==> config.mk <==
export PLATFORM = sky130hd
export DESIGN_NAME = wf_steer_ctrl
export DESIGN_NICKNAME = d
export VERILOG_FILES = /design/src/rtl/wf_pkg.sv /design/src/rtl/wf_next_mode.sv /design/src/rtl/wf_cmd_decode.sv /design/src/rtl/wf_mode_reg.sv /design/src/rtl/wf_steer_ctrl.sv
export SDC_FILE = /design/constraint.sdc
export NUM_CORES = 1
export LEC_CHECK = 0
export BUFFER_PORTS_ARGS = -buffer_cell sky130_fd_sc_hd__buf_2
export CORE_AREA = 5 5 42 44
export DETAILED_ROUTE_END_ITERATION = 12
export DIE_AREA = 0 0 47 49
export PLACE_DENSITY = 0.3
export SLEW_MARGIN = 20
export SYNTH_ARGS = -nofsm -noshare
export SYNTH_HDL_FRONTEND = slang
export SYNTH_SLANG_ARGS = --single-unit
==> constraint.sdc <==
create_clock -name clk -period 1.5 [get_ports clk]
set_clock_uncertainty 0.2 [all_clocks]
set_input_delay 0.3 -clock clk [delete_from_list [all_inputs] [get_ports clk]]
set_output_delay 0.3 -clock clk [all_outputs]
set_load 0.1 [all_outputs]
==> src/rtl/wf_pkg.sv <==
package wf_pkg;
  localparam int MODE_W = 3;

  typedef enum logic [MODE_W-1:0] {
    MODE_SEEK  = 3'd0,
    MODE_HUG   = 3'd1,
    MODE_TRACK = 3'd2,
    MODE_GAP   = 3'd3,
    MODE_PIVOT = 3'd4
  } wf_mode_e;

  typedef struct packed {
    logic fwd;
    logic veer_l;
    logic veer_r;
  } wf_cmd_t;
endpackage

==> src/rtl/wf_next_mode.sv <==
module wf_next_mode
  import wf_pkg::*;
(
  input  logic [MODE_W-1:0] cur_mode,
  input  logic              feel_l,
  input  logic              feel_r,
  output logic [MODE_W-1:0] nxt_mode
);
  logic any_touch;
  assign any_touch = feel_l | feel_r;

  always_comb begin
    case (cur_mode)
      MODE_SEEK:  nxt_mode = any_touch ? MODE_PIVOT : MODE_SEEK;
      MODE_HUG: begin
        if (feel_l)      nxt_mode = MODE_PIVOT;
        else if (feel_r) nxt_mode = MODE_HUG;
        else             nxt_mode = MODE_TRACK;
      end
      MODE_TRACK: nxt_mode = feel_r ? MODE_HUG : MODE_GAP;
      MODE_GAP:   nxt_mode = feel_r ? MODE_HUG : MODE_GAP;
      MODE_PIVOT: nxt_mode = any_touch ? MODE_PIVOT : MODE_TRACK;
      default:    nxt_mode = MODE_SEEK;
    endcase
  end
endmodule

==> src/rtl/wf_cmd_decode.sv <==
module wf_cmd_decode
  import wf_pkg::*;
(
  input  logic [MODE_W-1:0] mode,
  output wf_cmd_t           cmd
);
  always_comb begin
    cmd = '0;
    case (mode)
      MODE_SEEK:  cmd.fwd = 1'b1;
      MODE_HUG:   begin cmd.fwd = 1'b1; cmd.veer_l = 1'b1; end
      MODE_TRACK,
      MODE_GAP:   begin cmd.fwd = 1'b1; cmd.veer_r = 1'b1; end
      MODE_PIVOT: cmd.veer_l = 1'b1;
      default:    cmd.fwd = 1'b1;
    endcase
  end
endmodule

==> src/rtl/wf_mode_reg.sv <==
module wf_mode_reg
  import wf_pkg::*;
#(
  parameter logic [MODE_W-1:0] RESET_MODE = MODE_SEEK
) (
  input  logic              clk,
  input  logic              rst,
  input  logic [MODE_W-1:0] d,
  output logic [MODE_W-1:0] q
);
  always_ff @(posedge clk) begin
    if (rst) q <= RESET_MODE;
    else     q <= d;
  end
endmodule

==> src/rtl/wf_steer_ctrl.sv <==
module wf_steer_ctrl
  import wf_pkg::*;
(
  input  logic              clk,
  input  logic              rst,
  input  logic              touch_left,
  input  logic              touch_right,
  output logic              cmd_fwd,
  output logic              cmd_veer_left,
  output logic              cmd_veer_right,
  output logic [MODE_W-1:0] mode_code
);
  logic [MODE_W-1:0] mode_q;
  logic [MODE_W-1:0] mode_d;
  wf_cmd_t           cmd;

  wf_next_mode u_next (
    .cur_mode (mode_q),
    .feel_l   (touch_left),
    .feel_r   (touch_right),
    .nxt_mode (mode_d)
  );

  wf_mode_reg #(.RESET_MODE(MODE_SEEK)) u_reg (
    .clk (clk),
    .rst (rst),
    .d   (mode_d),
    .q   (mode_q)
  );

  wf_cmd_decode u_dec (
    .mode (mode_q),
    .cmd  (cmd)
  );

  assign cmd_fwd        = cmd.fwd;
  assign cmd_veer_left  = cmd.veer_l;
  assign cmd_veer_right = cmd.veer_r;
  assign mode_code      = mode_q;
endmodule

==> results.sh <==
export IMPL_postSynthAreaPerCell_um2=9.25
export IMPL_p_leak_nw=0.165
export IMPL_power_internal_uw=237
export IMPL_port_buffers=9
export IMPL_drtIter0Drc=2
export IMPL_syn_inst=18
export IMPL_violations="negative setup slack"
export IMPL_cts_tree="built"
export IMPL_cts_sinks=3
export IMPL_pwr_share_comb=0.394
export IMPL_final_core_util=0.291
export IMPL_r2r_end="u_reg.q[1]$_SDFF_PP0_"
export IMPL_pwr_share_seq=0.234
export IMPL_synth_top_family_by_area="simple AND/OR/NAND/NOR gates"
export IMPL_rows=14
export IMPL_pin_count=10
export IMPL_synth_distinct_cells=13
export IMPL_synth_compound_area_share=0.188
export IMPL_insertion_delay_ps=230
export IMPL_worst_pin_slew_ps=211
export IMPL_wl_per_cell_um=8.67
export IMPL_fin_setup_tns_ps=-10.9
export IMPL_cp_max_fo=3
export IMPL_cp_end_kind="output port"
export IMPL_start_util=0.119
export IMPL_fill_cells=154
export IMPL_place_inst=43
export IMPL_firstDrtPassIters=2
export IMPL_multi_input_area_um2=125
export IMPL_rr_worst_depth=4
export IMPL_regMostFlops="u_reg.q"
export IMPL_clk_pin_slew_worst_paths_ps=40
export IMPL_gp_congestion=0.749
export IMPL_coreArea_um2=1400
export IMPL_outcome="finished, violations left"
export IMPL_crit_path_start="u_reg.q[0]$_SDFF_PP0_"
export IMPL_peakVddDrop_mv=0.394
export IMPL_min_period_ps=1510
export IMPL_ys_seq_area_frac=0.361
export IMPL_cts_buffers=3
export IMPL_largest_reg_flops=3
export IMPL_ys_seq_elements=3
export IMPL_period_share=1.01
export IMPL_vias=193
export IMPL_syn_nets=22
export IMPL_total_power_uw=374
export IMPL_clockBufferDepth=2
export IMPL_synth_xor_area_frac=0.0526
export IMPL_crit_end="cmd_veer_left"
export IMPL_worstPathArrival_ps=1010
export IMPL_drive_gt1_frac=0.771
export IMPL_n_antenna_cell=0
export IMPL_cp_start_kind="register"
export IMPL_grt_pass1_wl_um=717
export IMPL_cts_root_buffer="clkbuf_4"
export IMPL_rrSetupSlack_ps=260
export IMPL_slew_violations=0
export IMPL_synth_area_mux_share=0
export IMPL_vias_per_cell=3.78
export IMPL_final_antenna_net_count=0
export IMPL_htreeDepth=1
export IMPL_crit_type="register to output port"
export IMPL_die_area_um2=2300
export IMPL_grt_pass1_vias=190
export IMPL_power_density_nw_per_um2=918
export IMPL_wl_um=442
export IMPL_sw_frac_of_total=0.368
export IMPL_fin_ws_ps=-8.86
export IMPL_yosys_warnings=0
export IMPL_layoutNonFillerInstCount=51
export IMPL_crit_required_ps=1000
export IMPL_hold_viol_final=0
export IMPL_seqCellArea_um2=71.3
export IMPL_yosys_area_share_simple=0.398
export IMPL_nNetsFinal=40
export IMPL_p_clk_frac=0.373
export IMPL_max_cap_violations=0
export IMPL_die_w_um=47
export IMPL_netSwitchingPower_uw=138
export IMPL_groute_usage_overall=0.0471
export IMPL_remaining_drc_errors=0
export IMPL_max_clock_freq_mhz=663
export IMPL_slew_headroom=0.858
export IMPL_antenna_found_initial=0
export IMPL_grt_max_degree=8
export IMPL_grt_setup_unrepaired="true"
export IMPL_synth_fa_ha_area_frac=0
export IMPL_syn_to_final_growth_pct=145
export IMPL_reg_top3="u_reg.q x3"
export IMPL_hold_class="input port to register"
export IMPL_overflow=0
export IMPL_syn_area_um2=166
export IMPL_die_h_um=49
export IMPL_setup_violations_final=2
export IMPL_worstReg2RegStart="u_reg.q[0]$_SDFF_PP0_"
-- final cells by class --
class / count / area share
repair buffers: 13 / 0.405
multi-input cells: 15 / 0.307
flip-flops and latches: 3 / 0.175
clock buffers: 4 / 0.0644
well taps: 16 / 0.0491
-- routing by layer --
layer  up-vias  routed length, um  part of all wire  GRT usage
met5         -                  0                 0          0
met4         0                  0                 0     0.0691
met3         0                 55              0.12     0.0148
met2         7                231              0.52     0.0633
met1        88                155              0.35     0.0439
li1         98                  -                 -          -
-- cells in the final DEF (no fill, tap or decap) --
| cell | netlist | layout |
|---|---|---|
| nand2_1 | 1 | 1 |
| buf_2 | 0 | 3 |
| nor2_2 | 0 | 1 |
| xnor2_2 | 0 | 1 |
| o21ai_0 | 1 | 1 |
| dfxtp_4 | 0 | 3 |
| buf_4 | 0 | 4 |
| clkbuf_4 | 0 | 3 |
| nor2b_4 | 1 | 1 |
| nor3_1 | 2 | 2 |
| clkbuf_1 | 0 | 1 |
| nor3_2 | 1 | 1 |
| o41ai_2 | 1 | 1 |
| buf_12 | 0 | 6 |
| and2b_4 | 0 | 1 |
| nor2_4 | 0 | 1 |
| nand2_2 | 1 | 1 |
| a21oi_1 | 2 | 2 |
| nor2b_1 | 1 | 1 |
-- repair_timing --
item | CTS | global route
pin swaps | 1 | 0
resized for setup | 0 | 1
setup endpoints to repair | 3 | 3
buffers inserted | 4 | 0
hold buffers | 0 | 0
endpoints found under the hold margin | 0 | 0
-- synth_stat cells (all sizes together) --
| master | instances | share of area |
|---|---|---|
| a21oi | 2 | 0.060 |
| and2b | 1 | 0.053 |
| dfxtp | 3 | 0.36 |
| nand2 | 2 | 0.060 |
| nor2 | 2 | 0.045 |
| nor2b | 2 | 0.12 |
| nor3 | 3 | 0.12 |
| o21ai | 1 | 0.030 |
| o41ai | 1 | 0.098 |
| xnor2 | 1 | 0.053 |
-- worst min path at each step --
| stage | start | to | cells past startpoint |
|---|---|---|---|
| 5_1_grt | touch_right | u_reg.q[1]$_SDFF_PP0_ | 2 |
| 2_1_floorplan | rst | u_reg.q[0]$_SDFF_PP0_ | 1 |
| 3_3_place_gp | u_reg.q[2]$_SDFF_PP0_ | u_reg.q[0]$_SDFF_PP0_ | 1 |
| 6_report | rst | u_reg.q[0]$_SDFF_PP0_ | 2 |
| 3_5_place_dp | u_reg.q[2]$_SDFF_PP0_ | u_reg.q[0]$_SDFF_PP0_ | 1 |
| 4_1_cts | rst | u_reg.q[0]$_SDFF_PP0_ | 2 |
-- metrics by stage --
| step | area (um2) | setup WS (ps) | hold WS (ps) |
|---|---|---|---|
| 2_1_floorplan | 194 | -186 | 162 |
| 3_3_place_gp | 349 | 183 | 293 |
| 3_5_place_dp | 349 | 178 | 298 |
| 4_1_cts | 405 | -24.7 | 79.6 |
| 5_1_grt | 408 | -47.5 | 93.3 |
| 6_report | 408 | -8.86 | 87.2 |
-- critical path, cell delays in order (launching register included) --
cell and delay, ps:
dfxtp_4 350, xnor2_2 150, nor2_4 100, buf_12 180
-- logic make-up after synthesis --
kind of cell	count (synthesis)
xor+xnor	1
flops	3
simple gates	10
compound gates	4
-- power groups by stage --
stage / clock (mW) / sequential [mW] / combinational [mW]
final: 0.139 / 0.0876 / 0.147
after global routing: 0.155 / 0.0886 / 0.152
after CTS: 0.150 / 0.0873 / 0.148
after detailed placement: 0 / 0.0923 / 0.136
after global placement: 0 / 0.0920 / 0.136
after floorplan: 0 / 0.114 / 0.0607
Power figures use the tool's default switching activity.
